[src/rtl/scu_pkg.sv]
package scu_pkg;
    // outcome of one compare slot
    typedef enum logic [1:0] {
        CMP_IDLE  = 2'd0,
        CMP_MATCH = 2'd1,
        CMP_MISS  = 2'd2
    } cmp_res_e;
endpackage

[src/rtl/scu_compare.sv]
module scu_compare
    import scu_pkg::*;
(
    input  logic     active,
    input  logic     scan_bit,
    input  logic     exp_bit,
    input  logic     mask_bit,
    output cmp_res_e res
);
    always_comb begin
        if (!active)
            res = CMP_IDLE;
        else if (!mask_bit && (scan_bit != exp_bit))
            res = CMP_MISS;
        else
            res = CMP_MATCH;
    end
endmodule

[src/rtl/scu_track.sv]
module scu_track
    import scu_pkg::*;
#(
    parameter int CNT_W = 16
) (
    input  logic             clk,
    input  logic             rst_n,
    input  logic             tlr,
    input  logic             clr,
    input  logic             stop_req,
    input  cmp_res_e         res,
    output logic             fail,
    output logic             brake,
    output logic [CNT_W-1:0] cnt
);
    localparam logic [CNT_W-1:0] CNT_MAX = {CNT_W{1'b1}};

    typedef struct packed {
        logic             fail;
        logic             brake;
        logic [CNT_W-1:0] cnt;
    } track_t;

    track_t s_d, s_q;

    always_comb begin
        s_d = s_q;
        if (tlr || clr) begin
            s_d = '0;
        end else begin
            if (stop_req)
                s_d.brake = 1'b1;
            case (res)
                CMP_MISS: begin
                    s_d.fail  = 1'b1;
                    s_d.brake = 1'b1;
                end
                CMP_MATCH: begin
                    if (s_q.cnt != CNT_MAX)
                        s_d.cnt = s_q.cnt + 1'b1;
                end
                default: ;
            endcase
        end
    end

    always_ff @(posedge clk or negedge rst_n) begin
        if (!rst_n) s_q <= '0;
        else        s_q <= s_d;
    end

    assign fail  = s_q.fail;
    assign brake = s_q.brake;
    assign cnt   = s_q.cnt;


    fail_sticky_chk: assert property (@(posedge clk) disable iff (!rst_n)
        (s_q.fail && !tlr && !clr) |=> s_q.fail);

    brake_with_fail_chk: assert property (@(posedge clk) disable iff (!rst_n)
        $rose(s_q.fail) |-> s_q.brake);

    clear_wins_chk: assert property (@(posedge clk) disable iff (!rst_n)
        (tlr || clr) |=> (!s_q.fail && !s_q.brake && s_q.cnt == '0));

    idle_hold_chk: assert property (@(posedge clk) disable iff (!rst_n)
        (res == CMP_IDLE && !tlr && !clr) |=> ($stable(s_q.fail) && $stable(s_q.cnt)));

    cnt_saturate_chk: assert property (@(posedge clk) disable iff (!rst_n)
        (s_q.cnt == CNT_MAX && !tlr && !clr) |=> s_q.cnt == CNT_MAX);
endmodule

[src/rtl/scu_result.sv]
module scu_result #(
    parameter int W = 17
) (
    input  logic         clk,
    input  logic         rst_n,
    input  logic         sel,
    input  logic         cap,
    input  logic         shift,
    input  logic         tdi,
    input  logic [W-1:0] word,
    output logic         tdo
);
    typedef struct packed {
        logic [W-1:0] sh;
    } res_t;

    res_t r_d, r_q;

    always_comb begin
        r_d = r_q;
        if (sel && cap)
            r_d.sh = word;
        else if (sel && shift)
            r_d.sh = {tdi, r_q.sh[W-1:1]};
    end

    always_ff @(posedge clk or negedge rst_n) begin
        if (!rst_n) r_q <= '0;
        else        r_q <= r_d;
    end

    assign tdo = r_q.sh[0];


    capture_load_chk: assert property (@(posedge clk) disable iff (!rst_n)
        (sel && cap) |=> (r_q.sh == $past(word)));

    shift_move_chk: assert property (@(posedge clk) disable iff (!rst_n)
        (sel && shift && !cap) |=> (r_q.sh[W-1] == $past(tdi)));
endmodule

[src/rtl/scu_top.sv]
module scu_top
    import scu_pkg::*;
#(
    parameter int CNT_W = 16
) (
    input  logic clk,
    input  logic rst_n,
    input  logic tap_tlr,
    input  logic tap_shift,
    input  logic cmp_en,
    input  logic cmp_clr,
    input  logic stop_req,
    input  logic scan_bit,
    input  logic exp_bit,
    input  logic mask_bit,
    input  logic rd_sel,
    input  logic rd_cap,
    input  logic rd_shift,
    input  logic rd_tdi,
    output logic fail,
    output logic brake,
    output logic rd_tdo
);
    localparam int RES_W = CNT_W + 1;

    cmp_res_e         res;
    logic             active;
    logic [CNT_W-1:0] cnt;

    assign active = tap_shift && cmp_en && !brake;

    scu_compare u_cmp (
        .active   (active),
        .scan_bit (scan_bit),
        .exp_bit  (exp_bit),
        .mask_bit (mask_bit),
        .res      (res)
    );

    scu_track #(.CNT_W(CNT_W)) u_track (
        .clk      (clk),
        .rst_n    (rst_n),
        .tlr      (tap_tlr),
        .clr      (cmp_clr),
        .stop_req (stop_req),
        .res      (res),
        .fail     (fail),
        .brake    (brake),
        .cnt      (cnt)
    );

    scu_result #(.W(RES_W)) u_res (
        .clk   (clk),
        .rst_n (rst_n),
        .sel   (rd_sel),
        .cap   (rd_cap),
        .shift (rd_shift),
        .tdi   (rd_tdi),
        .word  ({cnt, fail}),
        .tdo   (rd_tdo)
    );


    brake_freeze_chk: assert property (@(posedge clk) disable iff (!rst_n)
        (brake && !tap_tlr && !cmp_clr) |=> ($stable(cnt) && $stable(fail)));

    mask_ignore_chk: assert property (@(posedge clk) disable iff (!rst_n)
        (!fail && mask_bit && !stop_req) |=> !fail);
endmodule

[config.mk]
export PLATFORM = sky130hd
export DESIGN_NAME = scu_top
export DESIGN_NICKNAME = d
export VERILOG_FILES = /design/src/rtl/scu_pkg.sv /design/src/rtl/scu_compare.sv /design/src/rtl/scu_track.sv /design/src/rtl/scu_result.sv /design/src/rtl/scu_top.sv
export SDC_FILE = /design/constraint.sdc
export NUM_CORES = 1
export LEC_CHECK = 0
export BUFFER_PORTS_ARGS = -buffer_cell sky130_fd_sc_hd__buf_2
export CAP_MARGIN = 0
export CORE_MARGIN = 1.5
export CORE_UTILIZATION = 50
export CTS_CLUSTER_DIAMETER = 30
export DETAILED_ROUTE_END_ITERATION = 10
export GPL_ROUTABILITY_DRIVEN = 0
export PLACE_DENSITY_LB_ADDON = 0.25
export RECOVER_POWER = 100
export SKIP_CTS_REPAIR_TIMING = 1
export SLEW_MARGIN = 20
export SYNTH_ARGS = -nofsm -noshare
export SYNTH_HDL_FRONTEND = slang
export SYNTH_SLANG_ARGS = --single-unit
[constraint.sdc]
create_clock -name clk -period 2.02 [get_ports clk]
set_input_delay 0.101 -clock clk [delete_from_list [all_inputs] [get_ports clk]]
set_output_delay 0.101 -clock clk [all_outputs]
set_load 0.02 [all_outputs]
==> results of run 1 <==
-- state kept, by name (all words and copies together) (netlist names) --
signal,flops
u_track.cnt,16
u_track.fail,1
u_res.r_q,17
u_track.brake,1
-- per-layer routing --
layer / global-route usage, % / share of wire, % / up-vias
met2: 30.7 / 44 / 45
li1: - / - / 736
met3: 6.07 / 5.1 / 9
met5: 0 / 0 / -
met1: 29.0 / 49 / 720
met4: 10.1 / 2.1 / 0
-- worst max-delay path: stages, from the launching register on --
cell and delay, ns:
dfrtp_1 0.43, ha_1 0.24, nand3_1 0.21, nor4_4 0.10
buf_4 0.19, or4_1 0.46, a21oi_1 0.15
-- kinds of logic after synthesis --
family,Yosys count
simple gates,66
compound gates,52
flops,35
mux,18
buf+inv,12
xor+xnor,1
fa+ha+maj,1
-- cell usage after synthesis (all sizes together), types with 3 or more instances --
cell type	number
a21oi	13
buf	4
nand2	24
o21ai	22
or3	3
nor2	5
nor4	4
dfrtp	35
nand4	5
or4	11
o31ai	8
inv	3
mux2i	18
clkbuf	5
nand3	5
-- stage by stage --
stage               hold slack, ns  total power, W  std cells  setup WS (ns)  instance area (µm²)
floorplan                   -0.195        0.000827        185          0.367                 1840
global placement             0.223        0.000868        241          0.246                 1950
detailed placement           0.224        0.000873        241          0.197                 1950
CTS                        -0.0840         0.00143        249          0.167                 2050
global route                0.0748         0.00148        250         0.0378                 2060
finish                      0.0400         0.00141        250          0.157                 2060
-- how the worst max path moves through the flow --
stage                    from              end  slack [ns]  depth (start not counted)
2_1_floorplan   u_track.brake  u_track.cnt[10]        0.37                          5
3_3_place_gp   u_track.cnt[0]   u_track.cnt[3]        0.25                          6
3_5_place_dp   u_track.cnt[0]   u_track.cnt[7]        0.20                          6
4_1_cts        u_track.cnt[0]   u_track.cnt[7]        0.17                          6
5_1_grt        u_track.cnt[0]   u_track.cnt[1]        0.04                          6
6_report       u_track.cnt[0]   u_track.cnt[5]        0.16                          6
-- layout make-up --
cell class | count | area (µm²)
Clock buffer | 8 | 100
Tap cell | 46 | 57.6
Fill cell | 300 | 1390
Timing Repair Buffer | 20 | 109
Inverter | 3 | 11.3
Multi-Input combinational cell | 138 | 902
Sequential cell | 35 | 876
-- power breakdown --
| group | total (W) | internal [W] | switching [W] |
|---|---|---|---|
| Combinational | 0.000116 | 0.0000426 | 0.0000732 |
| Sequential | 0.000740 | 0.000725 | 0.0000145 |
| Clock | 0.000552 | 0.000311 | 0.000241 |
| Total | 0.00141 | 0.00108 | 0.000329 |
-- cell usage in the layout (no fill, tap or decap) --
cell type      count
or2_1              1
nand2_1           24
nor3b_1            1
o31a_1             2
nand4_1            4
o21a_1             2
mux2i_1           18
xnor2_2            1
nand4_2            1
and4_1             1
and3b_1            1
o2111ai_1          1
or3_1              3
and4_2             1
o21ai_2            2
nor4_4             1
clkbuf_2           1
a211oi_1           1
o31ai_1            8
o21ai_0           18
nand3_1            5
dfrtp_1           35
buf_2             12
buf_4              3
o41ai_1            2
nor2_1             5
nor4_1             3
or4_1             11
a21oi_1           13
clkbuf_8           7
o211ai_1           1
nor3_1             2
ha_1               1
and3_1             2
dlygate4sd3_1      1
clkbuf_1           4
o21ai_1            2
inv_1              3
==> impl_metrics.toml, run 1 <==
[run_status]
status = "completed"

[clocking]
clk_pin_slew_ns = 0.07
cts_buffers = 5
clk_path_buf_depth = 2
htreeDepth = 2
clockRootBuffer = "clkbuf_8"
cts_tree = "built"
cts.sinks = 35
insertion_delay_ns = 0.29

[worst_setup_path]
end_kind = "flip-flop"
crit_path_start_kind = "flip-flop"
reg2reg_depth = 6
worst-endpoint-arrival_ns = 2.07
r2r_start = "u_track.cnt[0]"
cp_max_fo = 13
reg2reg_slack_ns = 0.16
crit_type = "flip-flop to flip-flop"
required_ns = 2.23
timing.rr.end = "u_track.cnt[5]"

[place]
hpwl_mm = 2.57
port_buffers = 16

[layout]
nets = 218
drive_gt1_share_pct = 14.2
post-route-util_pct = 59.7
area_delta_synth_final_pct = 11.5
diodes = 0

[timing]
fin_worst_skew_ns = 0.00671
worstMarginPinSlew_ns = 0.859
slew_violations = 0
final.setup.tns_ns = 0
rsz0062_at_grt = "no"
min_period_ns = 1.86
min_period_over_period_pct = 92.2
hold_violations = 0
setup_viol = 0
max_slew_margin_pct = 42.7
fmax_ghz = 0.537

[global_routing]
track_usage_pct = 21.1
grt_max_degree = 36
antenna_found_initial = 0
grt_pass1_wl_mm = 6.59
grt_pass1_vias = 1439
grt_overflow_total = 0

[worst_hold_path]
hold-path-cell-count = 3
hp-start = "stop_req"
min_path_type = "input pin to flip-flop"
hold_path_end = "u_track.brake"

[logic_synthesis]
yosysWarnings = 0
synth_simple_gate_area_share_pct = 20.6
synth_xor_xnor_area_share_pct = 0.883
synth_top_family_by_area = "simple AND/OR/NAND/NOR gates"
synth_largest_area_cell = "dfrtp_1"
synthAdderAreaFrac_pct = 0.679
synthMuxAreaShare_pct = 9.78
async_flop_share_pct = 100
synth_fp_nets = 200
synth_area_per_cell_um2 = 9.96
synth_edf_count = 0
ys_ff_latch = 35
synth.area.top_cells = "dfrtp_1, mux2i_1, o21ai_1"
yosysTopAreaCellShare_pct = 47.5
synth_compound_area_share_pct = 17.0
synth-seq-area-share_pct = 47.5
postSynthCellCount = 185
ys_types = 38
syn_area_um2 = 1840
synth_top_flop_cell = "dfrtp_1"

[power]
p_leak_nw = 0.898
vdd_drop_max_uv = 300
pwr_density_cell_nw_per_um2 = 685

[route]
drc = 0
ant_nets = 0
wire_per_inst_um = 15.0
wirelength_mm = 3.75
vias = 1510
vias_per_cell = 6.04
drt_pass1_iterations = 4
drt-initial-drc-count = 77

[floorplan]
die_x_um = 63.7
io_pins = 17
die_y_um = 63.7
start_util_pct = 53.5
rows = 21
core-area_um2 = 3440
dieArea_um2 = 4060

[job]
cap_viol_max_count = 0
Power figures use the tool's default switching activity.
==> inputs of run 2 (changes only) <==
--- a/config.mk
+++ b/config.mk
@@ -15,4 +15,5 @@
 export PLACE_DENSITY_LB_ADDON = 0.25
 export RECOVER_POWER = 100
+export SETUP_SLACK_MARGIN = 0.5
 export SKIP_CTS_REPAIR_TIMING = 1
 export SLEW_MARGIN = 20
==> constraint.sdc (replaced) <==
create_clock -name clk -period 2.02 [get_ports clk]
set_input_delay 0.202 -clock clk [delete_from_list [all_inputs] [get_ports clk]]
set_output_delay 0.202 -clock clk [all_outputs]
set_load 0.02 [all_outputs]
==> impl_metrics.toml, run 2 (synthesis results as in run 1) <==
[timing]
hold_violations = 35
min_period_over_period_pct = 88.5
worstMarginPinSlew_ns = 1.16
fin_worst_skew_ns = 0.00494
rsz0062_at_grt = "yes"
fmax_ghz = 0.559
max_slew_margin_pct = 22.5
final.setup.tns_ns = 0
slew_violations = 0
setup_viol = 0
min_period_ns = 1.79
holdWs_ns = -0.0186
worst_slack_ns = 0.233

[power]
vdd_drop_max_uv = 452
p_leak_nw = 0.886
total_power_w = 0.00135
pwr_density_cell_nw_per_um2 = 634

[clocking]
clk_path_buf_depth = 2
clockRootBuffer = "clkbuf_8"
insertion_delay_ns = 0.29
cts_tree = "built"
cts.sinks = 35
htreeDepth = 2
clk_pin_slew_ns = 0.07
cts_buffers = 5

[run_status]
status = "complete, but fails checks"
violations = "negative hold slack"

[route]
wire_per_inst_um = 15.1
vias_per_cell = 6.08
wirelength_mm = 3.86
ant_nets = 0
drt_pass1_iterations = 4
vias = 1556
drt-initial-drc-count = 56
drc = 0

[worst_setup_path]
required_ns = 2.20
cp_max_fo = 8
crit_path_start_kind = "flip-flop"
end_kind = "flip-flop"
worst-endpoint-arrival_ns = 1.97
crit_type = "flip-flop to flip-flop"

[floorplan]
die_y_um = 63.7
rows = 21
start_util_pct = 53.5
io_pins = 17
dieArea_um2 = 4060
die_x_um = 63.7
core-area_um2 = 3440

[layout]
drive_gt1_share_pct = 23.3
ff_latch_area_um2 = 888
mostFrequentLayoutCells = "dfrtp_1, nand2_1, mux2i_1"
final_common_cell = "dfrtp_1"
final_area_um2 = 2130
regMostFlops = "u_res.r_q"
diodes = 0
largest_register_ffs = 17
area_delta_synth_final_pct = 15.4
multi_input_area_um2 = 930
nets = 224
num-fill-cells = 301

[global_routing]
grt_overflow_total = 0
grt_pass1_wl_mm = 6.63
grt_pass1_vias = 1389
track_usage_pct = 20.6
antenna_found_initial = 0
grt_max_degree = 36

[place]
dp_slack_ns = 0.200
placed_cell_area_um2 = 1950
port_buffers = 16
hpwl_mm = 2.62

[worst_hold_path]
min_path_type = "input pin to asynchronous set/reset pin"

[job]
cap_viol_max_count = 0
[run 2: cell type report]
class	count	share of cell area, %
flip-flops and latches	35	41.8
clock buffers	6	3.41
well taps	46	2.71
repair buffers	26	7.29
inverters	3	0.529
clock inverters	2	0.588
multi-input cells	138	43.7
[run 2: worst paths after layout]
kind,from,endpoint,slack [ns],cells past startpoint
min in group clk,stop_req,u_track.brake,0.15,3
worst max register to register,u_track.cnt[11],u_track.cnt[6],0.23,5
worst max-delay path,u_track.cnt[11],u_track.cnt[6],0.23,5
worst min-delay path,rst_n,u_res.r_q[0],-0.02,1
worst min register to register,u_res.r_q[0],u_res.r_q[0],0.48,2
max in group asynchronous,rst_n,u_track.cnt[1],1.51,1
[run 2: stage by stage]
stage / utilization [%] / std cells
final: 61.8 / 256
after global routing: 61.8 / 256
after CTS: 59.3 / 249
after detailed placement: 56.8 / 241
after global placement: 56.8 / 241
after floorplan: - / 185
[run 2: power by group]
group          internal (W)  total [W]  switching (W)  leakage, nW
Clock              0.000241   0.000494       0.000253       0.0412
Sequential         0.000725   0.000739      0.0000145        0.468
Combinational     0.0000434   0.000115      0.0000715        0.378
[run 2: metal layers]
| layer | global-route usage, % | share of wire (%) | vias up |
|---|---|---|---|
| met5 | 0 | 0 | - |
| met4 | 5.71 | 0.80 | 0 |
| met3 | 4.29 | 3.7 | 5 |
| met2 | 30.8 | 47 | 34 |
| met1 | 30.3 | 48 | 768 |
| li1 | - | - | 749 |
[run 2: worst max-delay path, stage by stage, from the launching register on]
cell and delay (ns):
dfrtp_1 0.47, nand4_1 0.35, nor4_4 0.37, buf_4 0.22
nor4_1 0.06, o21a_1 0.20
